File: src/rtl/hc_cmd_pkg.sv
package hc_cmd_pkg;
  localparam int REG_W    = 32;
  localparam int THR_W    = 8;
  localparam int THR_LSB  = 16;
  localparam int DB_BIT   = 6;
  localparam int LRST_BIT = 7;
  localparam int IAA_BIT  = 5;
  localparam int EVT_BIT  = 0;
  localparam logic [THR_W-1:0] THR_RST = 8'h08;

  typedef enum logic [1:0] {
    A_CMD = 2'd0,
    A_STS = 2'd1,
    A_IEN = 2'd2,
    A_RSV = 2'd3
  } reg_addr_e;

  // legal: single bit set, top bit excluded
  function automatic logic thr_legal(input logic [THR_W-1:0] v);
    return !v[THR_W-1] && (v != '0) && ((v & (v - 1'b1)) == '0);
  endfunction
endpackage

File: src/rtl/hc_thr_ctrl.sv
module hc_thr_ctrl
  import hc_cmd_pkg::*;
(
  input  logic             clk_i,
  input  logic             rst_ni,
  input  logic             clr_i,
  input  logic             wr_i,
  input  logic [THR_W-1:0] val_i,
  input  logic             halted_i,
  output logic [THR_W-1:0] thr_o,
  output logic             upd_o,
  output logic             err_o
);
  logic [THR_W-1:0] thr_q;
  logic             err_q;
  logic             legal;

  assign legal = thr_legal(val_i);
  assign upd_o = wr_i && halted_i && legal && !clr_i;

  always_ff @(posedge clk_i or negedge rst_ni) begin
    if (!rst_ni) begin
      thr_q <= THR_RST;
      err_q <= 1'b0;
    end else if (clr_i) begin
      thr_q <= THR_RST;
      err_q <= 1'b0;
    end else begin
      if (upd_o) thr_q <= val_i;
      if (wr_i && halted_i && !legal) err_q <= 1'b1;
    end
  end

  assign thr_o = thr_q;
  assign err_o = err_q;

  p_thr_onehot_r2: assert property (@(posedge clk_i) disable iff (!rst_ni)
    !thr_q[THR_W-1] && $onehot(thr_q[THR_W-2:0]));
  p_thr_frozen_r2: assert property (@(posedge clk_i) disable iff (!rst_ni)
    (!halted_i && !clr_i) |=> $stable(thr_q));
  p_err_sticky_r3: assert property (@(posedge clk_i) disable iff (!rst_ni)
    (err_q && !clr_i) |=> err_q);
endmodule

File: src/rtl/hc_win_timer.sv
module hc_win_timer
  import hc_cmd_pkg::*;
(
  input  logic             clk_i,
  input  logic             rst_ni,
  input  logic             restart_i,
  input  logic             tick_i,
  input  logic [THR_W-1:0] thr_i,
  output logic             win_end_o
);
  localparam int CNT_W = THR_W - 1;

  logic [CNT_W-1:0] cnt_q;

  assign win_end_o = tick_i && (({1'b0, cnt_q} + 1'b1) == thr_i);

  always_ff @(posedge clk_i or negedge rst_ni) begin
    if (!rst_ni)        cnt_q <= '0;
    else if (restart_i) cnt_q <= '0;
    else if (tick_i)    cnt_q <= win_end_o ? '0 : cnt_q + 1'b1;
  end

  p_cnt_bound_r4: assert property (@(posedge clk_i) disable iff (!rst_ni)
    {1'b0, cnt_q} < thr_i);
endmodule

File: src/rtl/hc_doorbell.sv
module hc_doorbell (
  input  logic clk_i,
  input  logic rst_ni,
  input  logic clr_i,
  input  logic ring_i,
  input  logic active_i,
  input  logic adv_i,
  input  logic iaa_w1c_i,
  output logic db_o,
  output logic iaa_o,
  output logic err_o
);
  logic db_q, iaa_q, hit_q, err_q;

  always_ff @(posedge clk_i or negedge rst_ni) begin
    if (!rst_ni) begin
      db_q  <= 1'b0;
      iaa_q <= 1'b0;
      hit_q <= 1'b0;
      err_q <= 1'b0;
    end else if (clr_i) begin
      db_q  <= 1'b0;
      iaa_q <= 1'b0;
      hit_q <= 1'b0;
      err_q <= 1'b0;
    end else begin
      hit_q <= db_q && adv_i && !hit_q;
      // self-clear one cycle after posting the advance status
      if (hit_q)                    db_q <= 1'b0;
      else if (ring_i && active_i)  db_q <= 1'b1;
      if (db_q && adv_i && !hit_q)  iaa_q <= 1'b1;
      else if (iaa_w1c_i)           iaa_q <= 1'b0;
      if (ring_i && !active_i)      err_q <= 1'b1;
    end
  end

  assign db_o  = db_q;
  assign iaa_o = iaa_q;
  assign err_o = err_q;

  p_db_self_clear_r8: assert property (@(posedge clk_i) disable iff (!rst_ni)
    ($rose(iaa_q) && !clr_i) |=> !db_q);
  p_iaa_needs_db_r8: assert property (@(posedge clk_i) disable iff (!rst_ni)
    $rose(iaa_q) |-> $past(db_q));
  p_err_sticky_r7: assert property (@(posedge clk_i) disable iff (!rst_ni)
    (err_q && !clr_i) |=> err_q);
endmodule

File: src/rtl/hc_irq_pacer.sv
module hc_irq_pacer
  import hc_cmd_pkg::*;
#(
  parameter bit HAS_LRST    = 1'b1,
  parameter int LRST_CYCLES = 4
) (
  input  logic             clk_i,
  input  logic             rst_ni,
  input  logic             wr_en_i,
  input  logic [1:0]       addr_i,
  input  logic [REG_W-1:0] wdata_i,
  output logic [REG_W-1:0] rdata_o,
  input  logic             uframe_tick_i,
  input  logic             evt_i,
  input  logic             async_adv_i,
  input  logic             halted_i,
  input  logic             async_active_i,
  output logic             iaa_o,
  output logic             irq_o,
  output logic             lrst_busy_o,
  output logic             thr_err_o,
  output logic             db_err_o
);
  localparam int LC_W = $clog2(LRST_CYCLES + 1);

  logic             busy, clr, wr_ok, wr_cmd, wr_sts, wr_ien, lrst_go, cmd_fields;
  logic [THR_W-1:0] thr;
  logic             thr_upd, win_end, db, iaa;
  logic             evt_sts_q, en_evt_q, en_iaa_q, irq_q, pend;

  assign wr_ok  = wr_en_i && !busy;
  assign wr_cmd = wr_ok && (addr_i == A_CMD);
  assign wr_sts = wr_ok && (addr_i == A_STS);
  assign wr_ien = wr_ok && (addr_i == A_IEN);

  generate
    if (HAS_LRST) begin : g_lrst
      logic [LC_W-1:0] lc_q;
      assign lrst_go = wr_cmd && wdata_i[LRST_BIT];
      always_ff @(posedge clk_i or negedge rst_ni) begin
        if (!rst_ni)      lc_q <= '0;
        else if (lrst_go) lc_q <= LC_W'(LRST_CYCLES);
        else if (busy)    lc_q <= lc_q - 1'b1;
      end
      assign busy = (lc_q != '0);
    end else begin : g_no_lrst
      assign lrst_go = 1'b0;
      assign busy    = 1'b0;
      always @(posedge clk_i) if (rst_ni) a_no_lrst_r9: assert (!lrst_busy_o);
    end
  endgenerate

  assign clr        = busy;
  assign cmd_fields = wr_cmd && !lrst_go;

  hc_thr_ctrl u_thr (
    .clk_i    (clk_i),
    .rst_ni   (rst_ni),
    .clr_i    (clr),
    .wr_i     (cmd_fields),
    .val_i    (wdata_i[THR_LSB +: THR_W]),
    .halted_i (halted_i),
    .thr_o    (thr),
    .upd_o    (thr_upd),
    .err_o    (thr_err_o)
  );

  hc_win_timer u_win (
    .clk_i     (clk_i),
    .rst_ni    (rst_ni),
    .restart_i (thr_upd || clr),
    .tick_i    (uframe_tick_i),
    .thr_i     (thr),
    .win_end_o (win_end)
  );

  hc_doorbell u_db (
    .clk_i     (clk_i),
    .rst_ni    (rst_ni),
    .clr_i     (clr),
    .ring_i    (cmd_fields && wdata_i[DB_BIT]),
    .active_i  (async_active_i),
    .adv_i     (async_adv_i),
    .iaa_w1c_i (wr_sts && wdata_i[IAA_BIT]),
    .db_o      (db),
    .iaa_o     (iaa),
    .err_o     (db_err_o)
  );

  assign pend = (evt_sts_q && en_evt_q) || (iaa && en_iaa_q);

  always_ff @(posedge clk_i or negedge rst_ni) begin
    if (!rst_ni) begin
      evt_sts_q <= 1'b0;
      en_evt_q  <= 1'b0;
      en_iaa_q  <= 1'b0;
      irq_q     <= 1'b0;
    end else if (clr) begin
      evt_sts_q <= 1'b0;
      en_evt_q  <= 1'b0;
      en_iaa_q  <= 1'b0;
      irq_q     <= 1'b0;
    end else begin
      if (evt_i)                         evt_sts_q <= 1'b1;
      else if (wr_sts && wdata_i[EVT_BIT]) evt_sts_q <= 1'b0;
      if (wr_ien) begin
        en_evt_q <= wdata_i[EVT_BIT];
        en_iaa_q <= wdata_i[IAA_BIT];
      end
      if (!pend)        irq_q <= 1'b0;
      else if (win_end) irq_q <= 1'b1;
    end
  end

  always_comb begin
    rdata_o = '0;
    unique case (addr_i)
      A_CMD: begin
        rdata_o[THR_LSB +: THR_W] = thr;
        rdata_o[LRST_BIT]         = busy;
        rdata_o[DB_BIT]           = db;
      end
      A_STS: begin
        rdata_o[IAA_BIT] = iaa;
        rdata_o[EVT_BIT] = evt_sts_q;
      end
      A_IEN: begin
        rdata_o[IAA_BIT] = en_iaa_q;
        rdata_o[EVT_BIT] = en_evt_q;
      end
      default: rdata_o = '0;
    endcase
  end

  assign iaa_o       = iaa;
  assign irq_o       = irq_q;
  assign lrst_busy_o = busy;

  p_irq_at_window_r4: assert property (@(posedge clk_i) disable iff (!rst_ni)
    $rose(irq_q) |-> $past(win_end));
  p_irq_drop_r5: assert property (@(posedge clk_i) disable iff (!rst_ni)
    !pend |=> !irq_q);
endmodule

File: config.mk
export PLATFORM = sky130hd
export DESIGN_NAME = hc_irq_pacer
export DESIGN_NICKNAME = d
export VERILOG_FILES = /design/src/rtl/hc_cmd_pkg.sv /design/src/rtl/hc_thr_ctrl.sv /design/src/rtl/hc_win_timer.sv /design/src/rtl/hc_doorbell.sv /design/src/rtl/hc_irq_pacer.sv
export SDC_FILE = /design/constraint.sdc
export NUM_CORES = 1
export LEC_CHECK = 0
export CAP_MARGIN = 30
export CORE_MARGIN = 2
export CORE_UTILIZATION = 46
export DETAILED_ROUTE_END_ITERATION = 16
export GPL_TIMING_DRIVEN = 0
export PLACE_DENSITY = 0.86
export SLEW_MARGIN = 10
export SYNTH_ARGS = -nofsm -noshare
export SYNTH_HDL_FRONTEND = slang
export SYNTH_SLANG_ARGS = --single-unit
File: constraint.sdc
create_clock -name clk_i -period 3.15 [get_ports clk_i]
set_input_delay 0.315 -clock clk_i [delete_from_list [all_inputs] [get_ports clk_i]]
set_output_delay 0.315 -clock clk_i [all_outputs]
set_load 0.05 [all_outputs]
==> results of run 1 <==
==> cells in the final DEF, fill, tap and decap left out, types with 9 or more instances in the layout <==
cell,count
clkdlybuf4s50_1,36
nand2_1,15
conb_1,20
buf_4,20
xor2_1,10
dfrtp_1,26
inv_1,10
and2_1,11
a21oi_1,10
nand4_1,9
nor2_1,10
==> where the power goes <==
group | internal (uW) | switching, uW
Combinational | 117 | 215
Clock | 88.7 | 110
Sequential | 374 | 21.1
==> worst max-delay path by stage <==
stage             endpoint  slack (ns)  cells past startpoint
6_report       lrst_busy_o        0.18                      7
3_5_place_dp    rdata_o[7]        0.37                      8
5_1_grt        lrst_busy_o        0.04                      7
3_3_place_gp    rdata_o[7]        0.40                      8
4_1_cts         rdata_o[7]        0.04                      8
2_1_floorplan   rdata_o[7]        0.68                      7
==> cell type report <==
cell class              instances  area [um2]
fillers                       327        1340
multi-input cells             157        1010
flip-flops and latches         27         677
repair buffers                 38         388
plain buffers                  29         186
well taps                      48        60.1
clock buffers                   3        41.3
inverters                      10        37.5
clock inverters                 1        5.00
==> routing by layer <==
| layer | track usage [%] | vias to the layer above |
|---|---|---|
| met4 | 3.83 | 0 |
| met5 | 0 | - |
| met1 | 23.8 | 756 |
| met3 | 4.17 | 4 |
| li1 | - | 807 |
| met2 | 34.3 | 51 |
==> critical path, stage by stage, from the launching register on <==
cell and delay (ns):
dfrtp_1 0.38, inv_1 0.07, ha_1 0.22, nor2b_1 0.13
buf_2 0.18, inv_1 0.16, buf_1 0.36, clkdlybuf4s50_1 0.88
==> stage by stage <==
| step | power, uW | instance area [um2] | utilization [%] |
|---|---|---|---|
| after floorplan | 638 | 1910 | - |
| after global placement | 723 | 2340 | 62.5 |
| after detailed placement | 737 | 2350 | 62.9 |
| after CTS | 938 | 2400 | 64.1 |
| after global routing | 987 | 2400 | 64.2 |
| final | 926 | 2400 | 64.2 |
==> cell families (layout without fill, tap and decap cells) <==
logic type | count (synthesis) | after routing
AND/OR/NAND/NOR | 76 | 76
other | 1 | 20
buffers and inverters | 39 | 81
adder cells (fa/ha/maj) | 7 | 7
multiplexers | 1 | 1
XOR/XNOR | 13 | 13
flip-flops | 27 | 27
AO/OA/AOI/OAI | 40 | 40
==> registers in the layout (all words and copies together) (netlist names) <==
signal	count
u_thr.thr_o	8
u_db.iaa_o	1
u_thr.err_o	1
g_lrst.lc_q	3
u_db.hit_q	1
irq_o	1
evt_sts_q	1
en_iaa_q	1
u_win.cnt_q	7
u_db.db_o	1
en_evt_q	1
u_db.err_o	1
==> run metrics, run 1 <==
status complete, no violations; measured slew at the worst slew-check pin 0.513 ns; r2r setup slk 1.08 ns; hold_ws 0.354 ns; most common cell in the netlist dfrtp_1; Primary FF master, synth dfrtp_1; Layout area overhead 30.8%; average wire per standard cell 12.7 um; filler-free cell count of the finished design 313; FP Rows 22; area fraction in compound gates after synthesis 17.0%; vias in the first global route 1,491; CTS tree done; Fin Setup TNS 0 ns; uppermost layer routed met4; Routability Congestion 0.929; crit start category register; post-synthesis area per instance 9.01 um2; Reg-to-Reg Start u_win.cnt_q[0]; FF-to-FF End u_win.cnt_q[2]; Synth Area in XOR/XNOR 6.19%; worst rel slew slack 65.5%; residual DRC count 0; Via density 5.17; DIE WIDTH 67.2 um; Tmin final 2.97 ns; Worst Setup End Kind output pin; Yosys reg bits 27; Static Leak 0.00111 uW; pin count of the biggest net entering global routing 20; top post-synthesis cells by area dfrtp_1 35%, buf_4 8.2%, xor2_1 4.8%; Clock transition at path regs 0.09 ns; Hold Fails Final Rpt 0; WS Path Type reg2out; area fraction in and, or, nand and nor cells after synthesis 22.5%; Placed Instances 309; GRT Util Overall 19.2%; crit path launch g_lrst.lc_q[0]; multiplexer area fraction after synthesis 0.545%; clock latency at the later pin of the worst-skew pair 0.27 ns; crit share post-route 94.4%; number of antenna violations at the first check in global routing 0; EDFF count, synth 0; Die H 67.2 um; first-pass GRT wire length 6.65 mm; routed wl met3 226 um; share of cells above drive strength 1 13.6%; nets 314; post-synth top area share 35.4%; Final setup viols 0; gr ovfl total 0; maximum fanout count along the critical path 10; Max Transition Viols Final 0; final setup slack of the worst path 0.175 ns; Clock Skew 0.00184 ns; asr flop ratio synth 100%; Detail Placement HPWL 3.11 mm; post-route ant nets 0; routed wl met2 2.05 mm; CTS max path bufs 2; # diodes 0; R2R cell count 6; CTS Buf Count 3; Pwr Density 385 mW/mm2; H-tree depth 1; CTS resizes 0; Initial Util 49.1%; register area share after synthesis 36.8%; core area 0.00374 mm2; Routed WL 3.97 mm; synth unique cells 45; max cap viols 0; Synth Area in Adders 4.63%; Yosys top cell by area dfrtp_1; Achievable Freq 0.336 GHz; die footprint 0.00452 mm2; unrepaired setup endpoints after global routing false; io pins 79; Metal-1 WL 1.67 mm; Post-CTS Setup Bufs 0; arrival time at the worst endpoint 2.66 ns; CTS root buf clkbuf_8; Setup WS pre-CTS 0.368 ns; VDD IR max 0.320 mV; post-synthesis cell count 204; CTS Hold Bufs 0; First DRT Iteration DRCs 109; DR vias 1,618; DRT Pass-1 Iters 4; Synth Warn # 0; largest family of logic cells by synthesized area simple AND/OR/NAND/NOR gates; I/O Buffers 37; WP data required 2.83 ns; Hold Path Class in2async; CTS sink cnt 27; Syn Std Cell Area 0.00184 mm2; Commonest cells post-synth 26 x dfrtp_1, 20 x buf_4, 15 x nand2_1
No activity file was read; power rests on OpenSTA's default activity.
==> run 2: changes to the inputs <==
CORE_UTILIZATION = 30   (was 46)
PLACE_DENSITY = 0.6   (was 0.86)
==> run metrics, run 2 (synthesis results as in run 1) <==
status complete, no violations; gr ovfl total 0 (unchanged); Worst Setup End Kind output pin; Combinational Power Share 35.5% (-0.4 points); Placed Instances 335 (+8.4%); Detail Placement HPWL 3.16 mm (+1.6%); NetSw 355 uW (+2.5%); Reg area 677 um2 (unchanged); CTS sink cnt 27 (unchanged); crit share post-route 90.1% (-4.3 points); residual DRC count 0 (unchanged); Clock Skew 0.0101 ns (+0.00824 ns); die footprint 0.00677 mm2 (+50%); io pins 79 (unchanged); Routed WL 4.07 mm (+2.4%); post-route ant nets 0 (unchanged); max reg flops 8 (unchanged); dpl cell area 0.00237 mm2 (+0.58%); max cap viols 0 (unchanged); Hold Path Class in2async; DIE WIDTH 82.3 um (+22%); Via density 4.62 (-11%); Final Instance Area 0.00242 mm2 (+0.68%); DR vias 1,566 (-3.2%); GRT Util Overall 12.7% (-6.5 points); first-pass GRT wire length 6.76 mm (+1.6%); Die H 82.3 um (+22%); DRT Pass-1 Iters 4 (unchanged); I/O Buffers 37 (unchanged); Initial Util 31.0% (-18 points); pin count of the biggest net entering global routing 28 (+40%); Pwr Density 387 mW/mm2 (+0.28%); Pint 580 uW (about the same); Layout area overhead 31.7%; CTS tree done; CTS root buf clkbuf_8; arrival time at the worst endpoint 2.52 ns (-0.14 ns); crit start category register; Clk network pwr share 22.4% (+1.0 points); # diodes 0 (unchanged); commonest non-fill, non-tap cell in the layout clkdlybuf4s50_1; Sequential Power Share 42.2% (-0.5 points); vias in the first global route 1,455 (-2.4%); Post-CTS Setup Bufs 0 (unchanged); Max Transition Viols Final 0 (unchanged); nets 313 (-0.32%); average wire per standard cell 12.0 um (-5.5%); WS Path Type reg2out; First DRT Iteration DRCs 38 (-65%); worst rel slew slack 59.0% (-6.5 points); maximum fanout count along the critical path 10 (unchanged); VDD IR max 0.241 mV (-25%); unrepaired setup endpoints after global routing false; WP data required 2.83 ns (about the same); Achievable Freq 0.352 GHz (+4.8%); core area 0.00592 mm2 (+58%); Final setup viols 0 (unchanged); hold_ws 0.0411 ns (-0.312 ns); filler-free cell count of the finished design 339 (+8.3%); H-tree depth 1 (unchanged); most frequent cells in the layout 34 x clkdlybuf4s50_1, 26 x dfrtp_1, 20 x buf_4, 20 x conb_1, 15 x nand2_1; FP Rows 28 (+27%); Routability Congestion 0.761 (-18%); CTS max path bufs 2 (unchanged); sw frac 38.0% (+0.57 points); Hold Fails Final Rpt 0 (unchanged); measured slew at the worst slew-check pin 0.615 ns (+0.102 ns); Fin Setup TNS 0 ns (unchanged); Fillers 596 (+82%); area of the multi-input gates 0.00101 mm2 (unchanged); Clock transition at path regs 0.10 ns (about the same); CTS Buf Count 3 (unchanged); number of antenna violations at the first check in global routing 0 (unchanged); Static Leak 0.00109 uW (-1.5%); clock latency at the later pin of the worst-skew pair 0.28 ns (about the same); share of cells above drive strength 1 13.6% (+0.051 points); Tmin final 2.84 ns (-0.136 ns)
## run 2: timing repair
item / 4_1_cts / 5_1_grt
endpoints found under the setup margin: 1 / 1
gates cloned: 0 / 0
gates resized for setup: 1 / 1
hold buffers: 0 / 0
endpoints found under the hold margin: 0 / 0
## run 2: worst max-delay path, stage by stage (launching register included)
cell and delay [ns]:
dfrtp_1 0.38, inv_1 0.07, ha_1 0.21, nor2b_1 0.13, buf_2 0.18, inv_1 0.16
buf_1 0.40, and2_1 0.19, dlygate4sd2_1 0.52
## run 2: cell type report
cell class                      instances  area share, %
Tap cell                               75           3.88
Multi-Input combinational cell        157           41.7
Buffer                                 29           7.70
Clock buffer                            3           1.71
Clock inverter                          1          0.362
Timing Repair Buffer                   37           15.1
Sequential cell                        27           28.0
Inverter                               10           1.55
## run 2: path summary, 6_finish.rpt
kind,from,endpoint,slack [ns],depth (start not counted)
worst max-delay path,g_lrst.lc_q[0],rdata_o[7],0.31,8
worst min-delay path,rst_ni,en_evt_q,0.04,1
worst max register to register,u_win.cnt_q[0],u_win.cnt_q[5],1.05,6
worst min register to register,u_db.hit_q,u_db.db_o,0.45,1
max in group asynchronous,rst_ni,u_win.cnt_q[5],2.71,1
min in group clk_i,u_db.hit_q,u_db.db_o,0.45,1
## run 2: power by group through the flow
stage | Sequential (uW) | Clock (uW) | Combinational (uW)
2_1_floorplan | 398 | 0 | 240
3_3_place_gp | 400 | 0 | 330
3_5_place_dp | 402 | 0 | 335
4_1_cts | 395 | 216 | 334
5_1_grt | 399 | 233 | 363
6_report | 394 | 209 | 332
## run 2: per-stage QoR
| stage | utilization (%) | worst slack [ns] | total power (uW) |
|---|---|---|---|
| after floorplan | - | 0.680 | 638 |
| after global placement | 40.1 | 0.344 | 730 |
| after detailed placement | 40.0 | 0.317 | 737 |
| after CTS | 40.8 | 0.0805 | 945 |
| after global routing | 40.9 | 0.101 | 995 |
| final | 40.9 | 0.311 | 935 |
## run 2: routing by layer
metal	share of wire [%]	wire length, um	up-vias	global-route usage (%)
met3	4.4	180	2	1.96
met4	0.54	22	0	3.00
met1	49	1990	728	17.8
met5	0	0	-	0
met2	46	1880	38	20.4
li1	-	-	798	-
==> run 3: changes to the inputs <==
CORE_UTILIZATION = 46   (was 30)
PLACE_DENSITY = 0.86   (was 0.6)
==> results of run 3 <==
Same layout as run 1: the final DEF is identical, and so are final timing and power.
